--- src/rtl/pss_pkg.sv ---
package pss_pkg;
    typedef enum logic [1:0] {
        ST_NORMAL  = 2'b00,
        ST_STOPPED = 2'b01,
        ST_EXCEPT  = 2'b10,
        ST_HALTED  = 2'b11
    } pss_state_e;
endpackage

--- src/rtl/pss_reset_qual.sv ---
module pss_reset_qual #(
    parameter int HOLD_CYCLES     = 10,
    parameter int POR_HOLD_CYCLES = 25_000_000
) (
    input  logic clk,
    input  logic por_n,
    input  logic ext_reset,
    input  logic ext_halt,
    output logic core_reset
);
    localparam int CW = $clog2(POR_HOLD_CYCLES + 1);
    localparam logic [CW-1:0] NEED_RUN = CW'(HOLD_CYCLES);
    localparam logic [CW-1:0] NEED_POR = CW'(POR_HOLD_CYCLES);

    logic [CW-1:0] cnt_q;
    logic          powered_q;
    logic          pulse_q;
    logic          both_high;
    logic [CW-1:0] need;

    assign both_high  = ext_reset && ext_halt;
    assign need       = powered_q ? NEED_RUN : NEED_POR;
    assign core_reset = pulse_q;

    // The count saturates at the required value, so a long hold pulses only once.
    always_ff @(posedge clk or negedge por_n) begin
        if (!por_n) begin
            cnt_q     <= '0;
            powered_q <= 1'b0;
            pulse_q   <= 1'b0;
        end else begin
            pulse_q <= 1'b0;
            if (!both_high) begin
                cnt_q <= '0;
            end else if (cnt_q < need) begin
                cnt_q <= cnt_q + 1'b1;
                if (cnt_q == need - 1'b1) begin
                    pulse_q   <= 1'b1;
                    powered_q <= 1'b1;
                end
            end
        end
    end

    assert_pulse_single_R8: assert property (@(posedge clk) disable iff (!por_n)
        core_reset |=> !core_reset);
    assert_pulse_after_hold_R8: assert property (@(posedge clk) disable iff (!por_n)
        $rose(core_reset) |-> $past(both_high));
    assert_no_pulse_on_drop_R9: assert property (@(posedge clk) disable iff (!por_n)
        !both_high |=> !core_reset);
endmodule

--- src/rtl/pss_state_fsm.sv ---
module pss_state_fsm
    import pss_pkg::*;
(
    input  logic       clk,
    input  logic       por_n,
    input  logic       stop_req,
    input  logic       exc_req,
    input  logic       irq_req,
    input  logic       bus_err,
    input  logic       exc_done,
    input  logic       core_reset,
    output logic [1:0] state_code,
    output logic       bus_req_en
);
    pss_state_e state_q, state_d;
    logic       berr_q, berr_d;

    always_ff @(posedge clk or negedge por_n) begin
        if (!por_n) begin
            state_q <= ST_HALTED;
            berr_q  <= 1'b0;
        end else begin
            state_q <= state_d;
            berr_q  <= berr_d;
        end
    end

    always_comb begin
        state_d = state_q;
        berr_d  = berr_q;
        if (core_reset) begin
            state_d = ST_EXCEPT;
            berr_d  = 1'b0;
        end else begin
            unique case (state_q)
                ST_NORMAL: begin
                    if (bus_err) begin
                        state_d = ST_EXCEPT;
                        berr_d  = 1'b1;
                    end else if (irq_req || exc_req) begin
                        state_d = ST_EXCEPT;
                    end else if (stop_req) begin
                        state_d = ST_STOPPED;
                    end
                end
                ST_STOPPED: begin
                    if (irq_req) state_d = ST_EXCEPT;
                end
                ST_EXCEPT: begin
                    if (bus_err) begin
                        if (berr_q) state_d = ST_HALTED;
                        else        berr_d  = 1'b1;
                    end else if (exc_done) begin
                        state_d = ST_NORMAL;
                        berr_d  = 1'b0;
                    end
                end
                ST_HALTED: begin
                    state_d = ST_HALTED;
                end
                default: state_d = ST_HALTED;
            endcase
        end
    end

    always_comb begin
        state_code = state_q;
        unique case (state_q)
            ST_NORMAL, ST_EXCEPT:   bus_req_en = 1'b1;
            ST_STOPPED, ST_HALTED:  bus_req_en = 1'b0;
            default:                bus_req_en = 1'b0;
        endcase
    end

    assert_halt_sticky_R7: assert property (@(posedge clk) disable iff (!por_n)
        (state_q == ST_HALTED && !core_reset) |=> state_q == ST_HALTED);
    assert_double_fault_R6: assert property (@(posedge clk) disable iff (!por_n)
        (state_q == ST_EXCEPT && berr_q && bus_err && !core_reset) |=> state_q == ST_HALTED);
    assert_reset_to_exc_R8: assert property (@(posedge clk) disable iff (!por_n)
        core_reset |=> (state_q == ST_EXCEPT && !berr_q));
    assert_stop_holds_R3: assert property (@(posedge clk) disable iff (!por_n)
        (state_q == ST_STOPPED && !irq_req && !core_reset) |=> state_q == ST_STOPPED);
    assert_halt_only_from_exc_R6: assert property (@(posedge clk) disable iff (!por_n)
        $rose(state_q == ST_HALTED) |-> $past(state_q == ST_EXCEPT && bus_err));
endmodule

--- src/rtl/cpu_state_supervisor.sv ---
module cpu_state_supervisor #(
    parameter int HOLD_CYCLES     = 10,
    parameter int POR_HOLD_CYCLES = 25_000_000
) (
    input  logic       clk,
    input  logic       por_n,
    input  logic       stop_req,
    input  logic       exc_req,
    input  logic       irq_req,
    input  logic       bus_err,
    input  logic       exc_done,
    input  logic       ext_reset,
    input  logic       ext_halt,
    output logic [1:0] state_code,
    output logic       bus_req_en,
    output logic       core_reset
);
    logic rst_pulse;

    pss_reset_qual #(
        .HOLD_CYCLES    (HOLD_CYCLES),
        .POR_HOLD_CYCLES(POR_HOLD_CYCLES)
    ) u_qual (
        .clk       (clk),
        .por_n     (por_n),
        .ext_reset (ext_reset),
        .ext_halt  (ext_halt),
        .core_reset(rst_pulse)
    );

    pss_state_fsm u_fsm (
        .clk       (clk),
        .por_n     (por_n),
        .stop_req  (stop_req),
        .exc_req   (exc_req),
        .irq_req   (irq_req),
        .bus_err   (bus_err),
        .exc_done  (exc_done),
        .core_reset(rst_pulse),
        .state_code(state_code),
        .bus_req_en(bus_req_en)
    );

    assign core_reset = rst_pulse;

    assert_bus_off_R11: assert property (@(posedge clk) disable iff (!por_n)
        (state_code == 2'b01 || state_code == 2'b11) |-> !bus_req_en);
endmodule

--- config.mk ---
export PLATFORM = sky130hd
export DESIGN_NAME = cpu_state_supervisor
export DESIGN_NICKNAME = d
export VERILOG_FILES = /design/src/rtl/pss_pkg.sv /design/src/rtl/pss_reset_qual.sv /design/src/rtl/pss_state_fsm.sv /design/src/rtl/cpu_state_supervisor.sv
export SDC_FILE = /design/constraint.sdc
export NUM_CORES = 1
export LEC_CHECK = 0
export BUFFER_PORTS_ARGS = -buffer_cell sky130_fd_sc_hd__buf_2
export CAP_MARGIN = 15
export CORE_MARGIN = 5
export CORE_UTILIZATION = 40
export DETAILED_ROUTE_END_ITERATION = 10
export SLEW_MARGIN = 5
export SYNTH_ARGS = -nofsm -noshare
export SYNTH_HDL_FRONTEND = slang
export SYNTH_SLANG_ARGS = --single-unit
export TNS_END_PERCENT = 100
--- constraint.sdc ---
create_clock -name clk -period 7.8 [get_ports clk]
set_clock_uncertainty 0.15 [all_clocks]
set_input_delay 0.78 -clock clk [delete_from_list [all_inputs] [get_ports clk]]
set_output_delay 0.78 -clock clk [all_outputs]
set_load 0.005 [all_outputs]
; ---- Yosys cells after proc, flatten, opt, wreduce, memory -nomap -nowiden
; Cells that the tools add are included.
[totals]
input_bits = 9
word_cells = 48
regBits = 30
[classes]
add_sub_neg = 2
n_mux = 21
eq_ne = 10
order_cmp = 1
reduce_logical = 9
[ops]
columns = op, n
row1 = two-way mux 25 bit, 3
row2 = adder 25 x 1 -> 25 bit (second input constant), 1
row3 = == test 25 bit, 1
row4 = < comparator 25 bit, 1
row5 = subtractor 25 x 1 -> 25 bit (second input constant), 1
row6 = two-way mux 2 bit, 8
row7 = one-hot mux 2 bit (4 select lines), 1
row8 = two-way mux 1 bit, 7
row9 = inequality test 3 bit (second input constant), 2
row10 = AND reduction 3 bit, 2
row11 = inequality test 5 x 4 -> 1 bit (second input constant), 1
row12 = == test 2 bit (second input constant), 2
row13 = inequality test 4 x 3 -> 1 bit (second input constant), 1
row14 = inequality test 4 bit (second input constant), 1
row15 = one-hot mux 1 bit (2 select lines), 2
row16 = AND reduction 4 bit, 1
row17 = OR reduction 2 bit, 2
row18 = nonzero test 3 bit, 1
row19 = == test 2 x 1 -> 1 bit (second input constant), 1
row20 = zero test 2 bit, 1
row21 = inequality test 2 bit (second input constant), 1
row22 = logical AND 1 bit, 1
row23 = logical OR 1 bit, 1

; ---- Logic depth before layout (Yosys ltp)
[depth]
word_depth = 6
mapped_depth = 8

; ---- By module
; Synthesis repeated with hierarchy kept, for this count alone.
[unflattened]
hier_cells = 223
area_unflattened_um2 = 1964.4
[modules_own_cells]
columns = mod, instances, cells_each, seq_area_each_um2, area_each_um2
row1 = pss_reset_qual, 1, 206, 675.6, 1806.7
row2 = pss_state_fsm, 1, 17, 77.6, 157.7

; ---- Least setup slack after synthesis
; Ideal clock, no wire load.
[synth_timing]
kind = reg2reg
startpoint = register u_qual.powered_q
endpoint = register u_qual.cnt_q[18]
arrival_ns = 2.166
path_buffers = 1
setup_slack_ns = 5.351
period_less_slack_ns = 2.449
setup_ns = 0.134
path_stages_with_launch = 8
cell_sequence = dfrtp_1 > ha_1 > nand4b_4 > or4_4 > o21ai_2 > buf_2 > nor4_1 > mux2i_1
[synth_via]
elab_chain_cells = 3
[synth_lines]
columns = element, line_no
row1 = "start, declared", pss_reset_qual.sv:16  ; logic powered_q;
row2 = "start signal, assigned", pss_reset_qual.sv:29  ; powered_q <= 1'b0;
row3 = "start signal, assigned", pss_reset_qual.sv:39  ; powered_q <= 1'b1;
row4 = two-way mux 25 bit, pss_reset_qual.sv:22  ; assign need = powered_q ? NEED_RUN : NEED_POR;
row5 = < comparator 25 bit, pss_reset_qual.sv:35  ; end else if (cnt_q < need) begin
row6 = inequality test 2 bit (no line), --
row7 = "end signal, assigned", pss_reset_qual.sv:36  ; cnt_q <= cnt_q + 1'b1;
row8 = "end, declared", pss_reset_qual.sv:15  ; logic [CW-1:0] cnt_q;
; No other way between the ends.
; A chain may end at the register's enable or synchronous reset.

; ---- Worst setup path in the final report
; Same ends and word-level chain as after synthesis.

==> results.md <==
- Vias/cell: 5.69
- H-tree Lvls: 2
- RSZ-0062 raised after global routing: no
- Antenna violations before repair: 0
- Area added between synthesis and finish: 12.2%
- Post-DP HPWL: 3.30 mm
- VDD IR max: 0.0885 mV
- Starting DRT DRC Count: 93
- Die width: 84.3 µm
- CTS Hold Bufs: 0
- Worst R2R Path Depth: 7
- Largest cells by area after synthesis: dfrtp_1, ha_1, mux2i_1, nand2b_1, nor4_1
- Largest net degree at the start of global routing: between 50 and 60
- Total power: 420 µW
- Syn_area_per_cell: around 9.2 µm²
- FFs w/ async S/R, synth: 100%
- Startpoint Class: register
- I/O Buffers: 12
- Clock Pin Slew Worst Setup and Hold Paths: 0.07 ns
- Power per cell area: around 170 mW/mm²
- WHS Endpoint: u_fsm.berr_q
- Row count: 27
- Post-synth top area share: a little under a third
- Final Hold Viols: 0
- # Post-CTS Setup Buffers: 0
- # resized after CTS: 0
- Met2 WL: 2.15 mm
- Flop-to-flop setup slack: 4.61 ns
- Placer Congestion: approximately 0.81
- Setup violators final: 0
- Slew @ Worst Pin: just over 0.7 ns
- CP max stage cell: or4_4
- Tot GR Track Use: around 14%
- Post-synth top flop: dfrtp_1
- Relative slew margins: slightly above 50%
- Clk sink count: 30
- CP cell instances: ha_1 -> nand4b_4 -> or4_4 -> o21ai_2 -> buf_4 -> nor4_1 -> mux2i_1
- Syn. warnings: 0
- Nets: 274
- Outcome: finished clean
- Final max-slew violation count: 0
- Fmax: 0.313 GHz
- Die area: 0.00711 mm²
- Initial core utilization: approximately two fifths
- Detailed-route wire length per cell: approximately 15 µm
- Clock root cell: clkbuf_8
- Met3 Routed Length: 164 µm
- Die height: 84.3 µm
- Top Metal Used: met4
- Clock Path Buffers: 2
- Slowest stage delay, CP: a little under 0.6 ns
- Total CTS buffers: 5
- Max-cap violations: 0
- First-pass GRT wire length: around 8 mm
- Min-Delay Startpoint: u_qual.core_reset
- Vias in the first global route: 1758
- Worst setup margin: 4.61 ns
- Core Box Area: 0.00544 mm²
- Layout cells sized above 1: 15.5%
- Hold path cells: 1
- Fin Setup TNS: 0 ns
- Fillers: 538
- Tmin final: 3.19 ns
- Post-Place Setup Slack: 4.63 ns
- First-pass iteration count of the detailed router: 4
- Period utilisation layout: 40.9%
- Sequential share of the synthesized area: roughly 34%
- #FFs+latches synth: 30
- Data arrival, critical path: 3.19 ns
- Via count: 1838
- Routed Antenna Nets: 0
- TritonCTS clock tree: yes
- Syn nets: roughly 260
- Number of diodes: 0
- Leakage: 1.03 nW
- Cell variety after synth: 45
- I/O Pins: 13
- WS Path Type: register to register
- Most area-hungry cell type in the Yosys netlist: dfrtp_1
- EDFF count, synth: 0
- Total congestion overflow: 0
- Post-Syn Area: between 0.002 and 0.0025 mm²
- Clock Latency Late Sink: 0.29 ns
- Worst Hold Class: register to register
- Routed metal-1 wirelength: 2.30 mm
- Nature of the critical path endpoint: register
- Reg2reg end: u_qual.cnt_q[18]
- Worst-path fanout max: 17
- WL final: 4.71 mm
- Critical Path RT: 7.80 ns
- Syn Inst Count: 240
- DRC Markers: 0
- Start of the worst register-to-register path: u_qual.powered_q
-- cell usage in the layout, fill, tap and decap left out, drive strengths merged, types with 2 or more instances in the layout --
master / n
nand2: 31
dfrtp: 28
nand2b: 24
nor4: 20
mux2i: 18
buf: 16
ha: 15
nand3: 13
nand4: 8
inv: 7
nor2: 7
o41ai: 7
o311ai: 6
clkbuf: 6
a21oi: 6
nand4b: 4
or3: 3
o21ai: 3
a21o: 2
a211o: 2
and2: 2
nor4b: 2
a32oi: 2
bufinv: 2
dfstp: 2
or4: 2
-- worst max path at each step --
stage,start,end,cells after the start
4_1_cts,u_qual.powered_q,u_qual.cnt_q[18],7
3_5_place_dp,u_qual.powered_q,u_qual.cnt_q[18],7
6_report,u_qual.powered_q,u_qual.cnt_q[18],7
3_3_place_gp,u_qual.powered_q,u_qual.cnt_q[17],7
2_1_floorplan,u_qual.powered_q,u_qual.cnt_q[18],7
5_1_grt,u_qual.powered_q,u_qual.cnt_q[18],7
-- layout make-up --
| cell class | instances | area, µm² | area share [%] |
|---|---|---|---|
| Clock buffer | 6 | 82.6 | 3.33 |
| Clock inverter | 2 | 60.1 | 2.42 |
| Inverter | 7 | 26.3 | 1.06 |
| Multi-Input combinational cell | 190 | 1380 | 55.5 |
| Sequential cell | 30 | 753 | 30.4 |
| Tap cell | 72 | 90.1 | 3.63 |
| Timing Repair Buffer | 16 | 90.1 | 3.63 |
-- cell usage after synthesis, types with 7 or more instances --
| library cell | n |
|---|---|
| inv_1 | 7 |
| clkbuf_1 | 9 |
| nand4_1 | 8 |
| nand2_1 | 31 |
| dfrtp_1 | 28 |
| nand3_1 | 13 |
| ha_1 | 15 |
| nor2_1 | 7 |
| mux2i_1 | 18 |
| nor4_1 | 19 |
| nand2b_1 | 24 |
-- cells by family after synthesis --
logic type	share of synthesized area, %
AND/OR/NAND/NOR	31.8
AO/OA/AOI/OAI	13.7
flip-flops	34.1
buffers and inverters	3.74
multiplexers	8.16
adder cells (fa/ha/maj)	8.50
-- layer usage --
| layer | track usage [%] | up-vias |
|---|---|---|
| met5 | 0 | - |
| met2 | 21.7 | 23 |
| met3 | 3.83 | 9 |
| li1 | - | 935 |
| met1 | 18.6 | 871 |
| met4 | 5.26 | 0 |
-- report_power, final --
| group | switching (mW) | internal [mW] | total [mW] |
|---|---|---|---|
| clock | 0.0612 | 0.136 | 0.197 |
| combinational | 0.0277 | 0.0219 | 0.0496 |
| sequential | 0.00638 | 0.166 | 0.173 |
-- state kept, by name (all words and copies together), names as in the netlist --
signal             flops
u_qual.cnt_q          25
u_fsm.berr_q           1
u_fsm.state_code       2
u_qual.powered_q       1
u_qual.core_reset      1
-- critical path, delay by kind of cell, from the launching register on --
| family | cells | cell delay (ns) |
|---|---|---|
| fa+ha+maj | 1 | 0.44 |
| simple gates | 3 | 0.82 |
| buf+inv | 1 | 0.33 |
| compound gates | 1 | 0.58 |
| mux | 1 | 0.16 |
| flops | 1 | 0.57 |
-- through the flow --
stage	std cells	hold WS, ns	utilization [%]	area, µm²
global placement	315	0.336	42.9	2340
floorplan	240	0.314	-	2210
CTS	323	0.356	45.6	2480
detailed placement	315	0.346	42.9	2340
finish	323	0.345	45.6	2480
global route	323	0.375	45.6	2480
Power figures use the tool's default switching activity.
